### src/rtl/icu_pkg.sv
package icu_pkg;
  localparam int ICU_ADDR_W = 3;

  typedef enum logic [ICU_ADDR_W-1:0] {
    ICU_RAW   = 3'd0,
    ICU_EN    = 3'd1,
    ICU_STEER = 3'd2,
    ICU_FPEND = 3'd3,
    ICU_NPEND = 3'd4
  } icu_addr_e;
endpackage

### src/rtl/icu_regs.sv
module icu_regs
  import icu_pkg::*;
#(
  parameter int N_SRC = 32
) (
  input  logic                  clk,
  input  logic                  rst,
  input  logic                  wr_i,
  input  logic [ICU_ADDR_W-1:0] addr_i,
  input  logic [N_SRC-1:0]      wdata_i,
  output logic [N_SRC-1:0]      en_o,
  output logic [N_SRC-1:0]      steer_o
);
  logic wr_en_sel, wr_steer_sel;

  always_comb begin
    wr_en_sel    = wr_i && (addr_i == ICU_EN);
    wr_steer_sel = wr_i && (addr_i == ICU_STEER);
  end

  always_ff @(posedge clk) begin
    if (rst) begin
      en_o    <= '0;
      steer_o <= '0;
    end else begin
      if (wr_en_sel)    en_o    <= wdata_i;
      if (wr_steer_sel) steer_o <= wdata_i;
    end
  end

  // reset leaves both words cleared
  p_reset_clear_r1: assert property (@(posedge clk)
    rst |=> (en_o == '0) && (steer_o == '0));

  // an enable write lands on the next cycle
  p_en_write_r2: assert property (@(posedge clk) disable iff (rst)
    (wr_i && addr_i == ICU_EN) |=> en_o == $past(wdata_i));

  // a write to the raw view or the pending views disturbs nothing
  p_ro_ignored_r10: assert property (@(posedge clk) disable iff (rst)
    (wr_i && (addr_i == ICU_RAW || addr_i == ICU_FPEND || addr_i == ICU_NPEND))
      |=> $stable(en_o) && $stable(steer_o));
endmodule

### src/rtl/icu_route.sv
module icu_route #(
  parameter int N_SRC = 32
) (
  input  logic             clk,
  input  logic             rst,
  input  logic [N_SRC-1:0] raw_i,
  input  logic [N_SRC-1:0] en_i,
  input  logic [N_SRC-1:0] steer_i,
  output logic [N_SRC-1:0] fpend_o,
  output logic [N_SRC-1:0] npend_o,
  output logic             fiq_req_o,
  output logic             irq_req_o,
  output logic             wake_o
);
  logic [N_SRC-1:0] live;

  for (genvar g = 0; g < N_SRC; g++) begin : g_src
    always_comb begin
      live[g]    = raw_i[g] & en_i[g];
      fpend_o[g] = live[g] & steer_i[g];
      npend_o[g] = live[g] & ~steer_i[g];
    end
  end

  always_ff @(posedge clk) begin
    if (rst) begin
      fiq_req_o <= 1'b0;
      irq_req_o <= 1'b0;
      wake_o    <= 1'b0;
    end else begin
      fiq_req_o <= |fpend_o;
      irq_req_o <= |npend_o;
      wake_o    <= |live;
    end
  end

  // every request implies wake
  p_fiq_wakes_r9: assert property (@(posedge clk) disable iff (rst)
    fiq_req_o |-> wake_o);
  p_irq_wakes_r9: assert property (@(posedge clk) disable iff (rst)
    irq_req_o |-> wake_o);
  // an enabled active source always reaches one of the two requests
  p_wake_routed_r7: assert property (@(posedge clk) disable iff (rst)
    wake_o |-> (fiq_req_o || irq_req_o));
  // the fast request follows the inputs from one cycle earlier
  p_fiq_latency_r7: assert property (@(posedge clk) disable iff (rst)
    (|(raw_i & en_i & steer_i)) |=> fiq_req_o);
endmodule

### src/rtl/icu_readmux.sv
module icu_readmux
  import icu_pkg::*;
#(
  parameter int N_SRC = 32
) (
  input  logic                  clk,
  input  logic                  rst,
  input  logic [ICU_ADDR_W-1:0] addr_i,
  input  logic [N_SRC-1:0]      raw_i,
  input  logic [N_SRC-1:0]      en_i,
  input  logic [N_SRC-1:0]      steer_i,
  input  logic [N_SRC-1:0]      fpend_i,
  input  logic [N_SRC-1:0]      npend_i,
  output logic [N_SRC-1:0]      rdata_o
);
  logic [N_SRC-1:0] sel;

  always_comb begin
    unique case (addr_i)
      ICU_RAW:   sel = raw_i;
      ICU_EN:    sel = en_i;
      ICU_STEER: sel = steer_i;
      ICU_FPEND: sel = fpend_i;
      ICU_NPEND: sel = npend_i;
      default:   sel = '0;
    endcase
  end

  always_ff @(posedge clk) begin
    if (rst) rdata_o <= '0;
    else     rdata_o <= sel;
  end

  // addresses 5 to 7 read back zero
  p_unused_zero_r10: assert property (@(posedge clk) disable iff (rst)
    (addr_i > 3'd4) |=> rdata_o == '0);
endmodule

### src/rtl/icu_two_level.sv
module icu_two_level
  import icu_pkg::*;
#(
  parameter int N_SRC = 32
) (
  input  logic                  clk,
  input  logic                  rst,
  input  logic [N_SRC-1:0]      src_i,
  input  logic                  reg_wr_i,
  input  logic [ICU_ADDR_W-1:0] reg_addr_i,
  input  logic [N_SRC-1:0]      reg_wdata_i,
  output logic [N_SRC-1:0]      reg_rdata_o,
  output logic                  fiq_req_o,
  output logic                  irq_req_o,
  output logic                  wake_o
);
  logic [N_SRC-1:0] en_w, steer_w, fpend_w, npend_w;

  icu_regs #(.N_SRC(N_SRC)) u_regs (
    .clk(clk), .rst(rst), .wr_i(reg_wr_i), .addr_i(reg_addr_i),
    .wdata_i(reg_wdata_i), .en_o(en_w), .steer_o(steer_w)
  );

  icu_route #(.N_SRC(N_SRC)) u_route (
    .clk(clk), .rst(rst), .raw_i(src_i), .en_i(en_w), .steer_i(steer_w),
    .fpend_o(fpend_w), .npend_o(npend_w),
    .fiq_req_o(fiq_req_o), .irq_req_o(irq_req_o), .wake_o(wake_o)
  );

  icu_readmux #(.N_SRC(N_SRC)) u_rd (
    .clk(clk), .rst(rst), .addr_i(reg_addr_i), .raw_i(src_i),
    .en_i(en_w), .steer_i(steer_w), .fpend_i(fpend_w), .npend_i(npend_w),
    .rdata_o(reg_rdata_o)
  );

  // the normal request cannot appear without an enabled active line one cycle earlier
  p_irq_source_r8: assert property (@(posedge clk) disable iff (rst)
    ($rose(irq_req_o) && !$past(rst)) |-> $past(|(src_i & en_w)));
endmodule

### config.mk
export PLATFORM = sky130hd
export DESIGN_NAME = icu_two_level
export DESIGN_NICKNAME = d
export VERILOG_FILES = /design/src/rtl/icu_pkg.sv /design/src/rtl/icu_regs.sv /design/src/rtl/icu_route.sv /design/src/rtl/icu_readmux.sv /design/src/rtl/icu_two_level.sv
export SDC_FILE = /design/constraint.sdc
export NUM_CORES = 1
export LEC_CHECK = 0
export ABC_AREA = 1
export BUFFER_PORTS_ARGS = -buffer_cell sky130_fd_sc_hd__buf_2
export CORE_UTILIZATION = 50
export CTS_CLUSTER_SIZE = 12
export DETAILED_ROUTE_END_ITERATION = 8
export PLACE_DENSITY = 0.73
export SYNTH_ARGS = -nofsm -noshare
export SYNTH_HDL_FRONTEND = slang
export SYNTH_SLANG_ARGS = --single-unit
### constraint.sdc
create_clock -name clk -period 1.4 [get_ports clk]
set_input_delay 0.14 -clock clk [delete_from_list [all_inputs] [get_ports clk]]
set_output_delay 0.14 -clock clk [all_outputs]
set_load 0.005 [all_outputs]
==> impl_metrics.env <==
export IMPL_status="finished, final reports clean"
export IMPL_layout_common_cells="159 x nand2_1, 149 x nor2_1, 103 x buf_2"
export IMPL_synth_area_um2=5310
export IMPL_peakVddDrop_uv=594
export IMPL_holdCritStartpoint="reg_wdata_i[17]"
export IMPL_vias_per_cell=5.56
export IMPL_syn_nets=806
export IMPL_port_buffers=104
export IMPL_grt_pass1_wl_um=24300
export IMPL_clock_fmax_mhz=838
export IMPL_vias=5429
export IMPL_avgRoutedWirePerCell_um=15.5
export IMPL_antenna_found_initial=0
export IMPL_critPathKind="reg2reg"
export IMPL_crit_buf_inv=0
export IMPL_die_area_um2=11000
export IMPL_synth_seq_cells=99
export IMPL_r2r_start="u_regs.en_o[16]"
export IMPL_cpPeakStageDelay_ps=360
export IMPL_clock_sinks=99
export IMPL_cp_depth=6
export IMPL_dp_final_hpwl_um=11000
export IMPL_ys_warn_count=0
export IMPL_rows=37
export IMPL_min_to="u_regs.en_o[17]"
export IMPL_diodes=0
export IMPL_grt_max_degree=63
export IMPL_r2r_slack_ps=210
export IMPL_multi_input_area_um2=2770
export IMPL_drtPass1Iterations=5
export IMPL_endpoint_kind="flop"
export IMPL_period_needed_ps=1190
export IMPL_worst_r2r_endpoint="u_route.fiq_req_o"
export IMPL_die_x_um=105
export IMPL_fillerInstances=926
export IMPL_nNetsFinal=907
export IMPL_start_util_pct=51.4
export IMPL_worst_pin_slew_ps=376
export IMPL_period_share_pct=85.2
export IMPL_ctsResizeCount=0
export IMPL_clk_pin_slew_ps=90
export IMPL_hold_path_class="in2reg"
export IMPL_crit_chain="nand2_1, o21ai_0, nor2_1, nand2_1, nor2_1, a21oi_1"
export IMPL_hold_viol_final=0
export IMPL_cts_hold_buf=0
export IMPL_leakage_nw=2.73
export IMPL_pin_count=105
export IMPL_yosysUniqueCellTypes=30
export IMPL_rsz0062_at_grt="false"
export IMPL_cts_buffers=9
export IMPL_clock_latency_ps=370
export IMPL_p_total_mw=5.56
export IMPL_clk_path_buf_depth=2
export IMPL_hold_path_depth=3
export IMPL_h_tree_depth=3
export IMPL_max_slew_margin_pct=74.9
export IMPL_design_core_area_um2=10300
export IMPL_cap_viol_max_count=0
export IMPL_grt_pass1_vias=5142
export IMPL_syn_avg_cell_area_um2=7.21
export IMPL_r2r_cells=6
export IMPL_synth_cells=736
export IMPL_critPathMaxFanout=3
export IMPL_syn_to_final_growth_pct=17.0
export IMPL_dieHeight_um=105
export IMPL_drive_gt1_share_pct=25.2
export IMPL_drt_initial_drc_count=458
export IMPL_gr_usage_all_layers_pct=28.1
export IMPL_tritoncts="done"
export IMPL_cp_required_ps=1680
export IMPL_cp_slowest_cell="dfxtp_1"
export IMPL_skew_ps=8.27
export IMPL_arrival_ps=1480
export IMPL_drc=0
export IMPL_crit_family="compound AO/OA/AOI/OAI gates"
export IMPL_seq_area_um2=1980
export IMPL_gr_total_overflow=0
export IMPL_clk_root_buffer_cell="clkbuf_8"
export IMPL_setup_worst_path_start_class="flop"
export IMPL_gp_congestion=0.889
export IMPL_setup_violations_final=0
export IMPL_final_max_slew_viol_count=0
export IMPL_synth_seq_area_share_pct=37.3
export IMPL_totalWireLength_um=15100
export IMPL_postCtsSetupBuffers=0
export IMPL_placedInstanceArea_um2=6030
export IMPL_cellPowerDensity_nw_per_um2=896
export IMPL_timing_hold_ws_ps=44.3
export IMPL_fin_area_um2=6210
export IMPL_layout_commonest_cell="nand2_1"
export IMPL_ant_nets=0
==> cell usage after synthesis, drive strengths merged <==
master | n | area share, %
a211oi | 68 | 15
a21oi | 15 | 1.4
a31oi | 2 | 0.24
buf | 25 | 3.4
clkbuf | 10 | 0.71
clkinv | 1 | 0.071
dfxtp | 99 | 37
inv | 86 | 6.2
nand2 | 163 | 12
nand3 | 30 | 3.1
nand4 | 2 | 0.24
nor2 | 152 | 11
nor3 | 17 | 1.6
o211ai | 11 | 1.6
o21ai | 42 | 4.0
o22ai | 12 | 1.4
or2 | 1 | 0.12
==> through the flow <==
stage                     setup TNS, ps  utilization (%)  worst slack, ps  cells
final                                 0             60.1              207    976
after global routing                  0             60.1             90.6    976
after CTS                             0             60.1              211    976
after detailed placement          -23.9             58.4            -14.2    962
after global placement                0             58.4             36.4    962
after floorplan                       0                -              383    736
==> per-layer routing <==
metal,global-route usage (%),wire length [um],vias up
met5,0,0,-
met4,11.8,333,0
met3,5.05,1220,31
met2,46.5,7100,253
met1,35.9,6440,2540
li1,-,-,2605
==> registers in the layout (all words and copies together) (netlist names) <==
register	count
u_regs.en_o	32
u_route.irq_req_o	1
u_route.wake_o	1
u_rd.rdata_o	32
u_regs.steer_o	32
u_route.fiq_req_o	1
==> tightest hold or removal path, delay by kind of cell <==
kind / cells / cell delay [ps]
AO/OA/AOI/OAI: 1 / 50
buffers and inverters: 1 / 120
AND/OR/NAND/NOR: 1 / 60
==> cell families (layout without fill, tap and decap cells) <==
| kind of cell | Yosys count | count (layout) | synth area share, % |
|---|---|---|---|
| AOI/OAI and AO/OA | 150 | 150 | 24.0 |
| buffers and inverters | 122 | 226 | 10.4 |
| and+or+nand+nor | 365 | 365 | 28.3 |
| DFF | 99 | 99 | 37.3 |
==> worst max-delay path by stage <==
stage / start / to / slack, ps
after detailed placement: reg_addr_i[0] / u_rd.rdata_o[3] / -10
after global routing: u_regs.en_o[17] / u_route.fiq_req_o / 90
after CTS: u_regs.en_o[16] / u_route.fiq_req_o / 210
final: u_regs.en_o[16] / u_route.fiq_req_o / 210
after floorplan: rst / u_rd.rdata_o[22] / 380
after global placement: reg_addr_i[0] / u_rd.rdata_o[24] / 40
==> layout make-up <==
| class | instances | area share (%) |
|---|---|---|
| clock inverters | 2 | 0.605 |
| well taps | 136 | 2.74 |
| inverters | 87 | 5.38 |
| repair buffers | 125 | 12.4 |
| multi-input cells | 515 | 44.6 |
| clock buffers | 12 | 2.34 |
| flip-flops and latches | 99 | 31.9 |
==> power by group <==
group          internal, mW  leakage, nW  switching [mW]
Sequential             2.91        0.804          0.0490
Combinational         0.292         1.83           0.488
Clock                 0.859       0.0885           0.961
(Power assumes the default switching activity.)
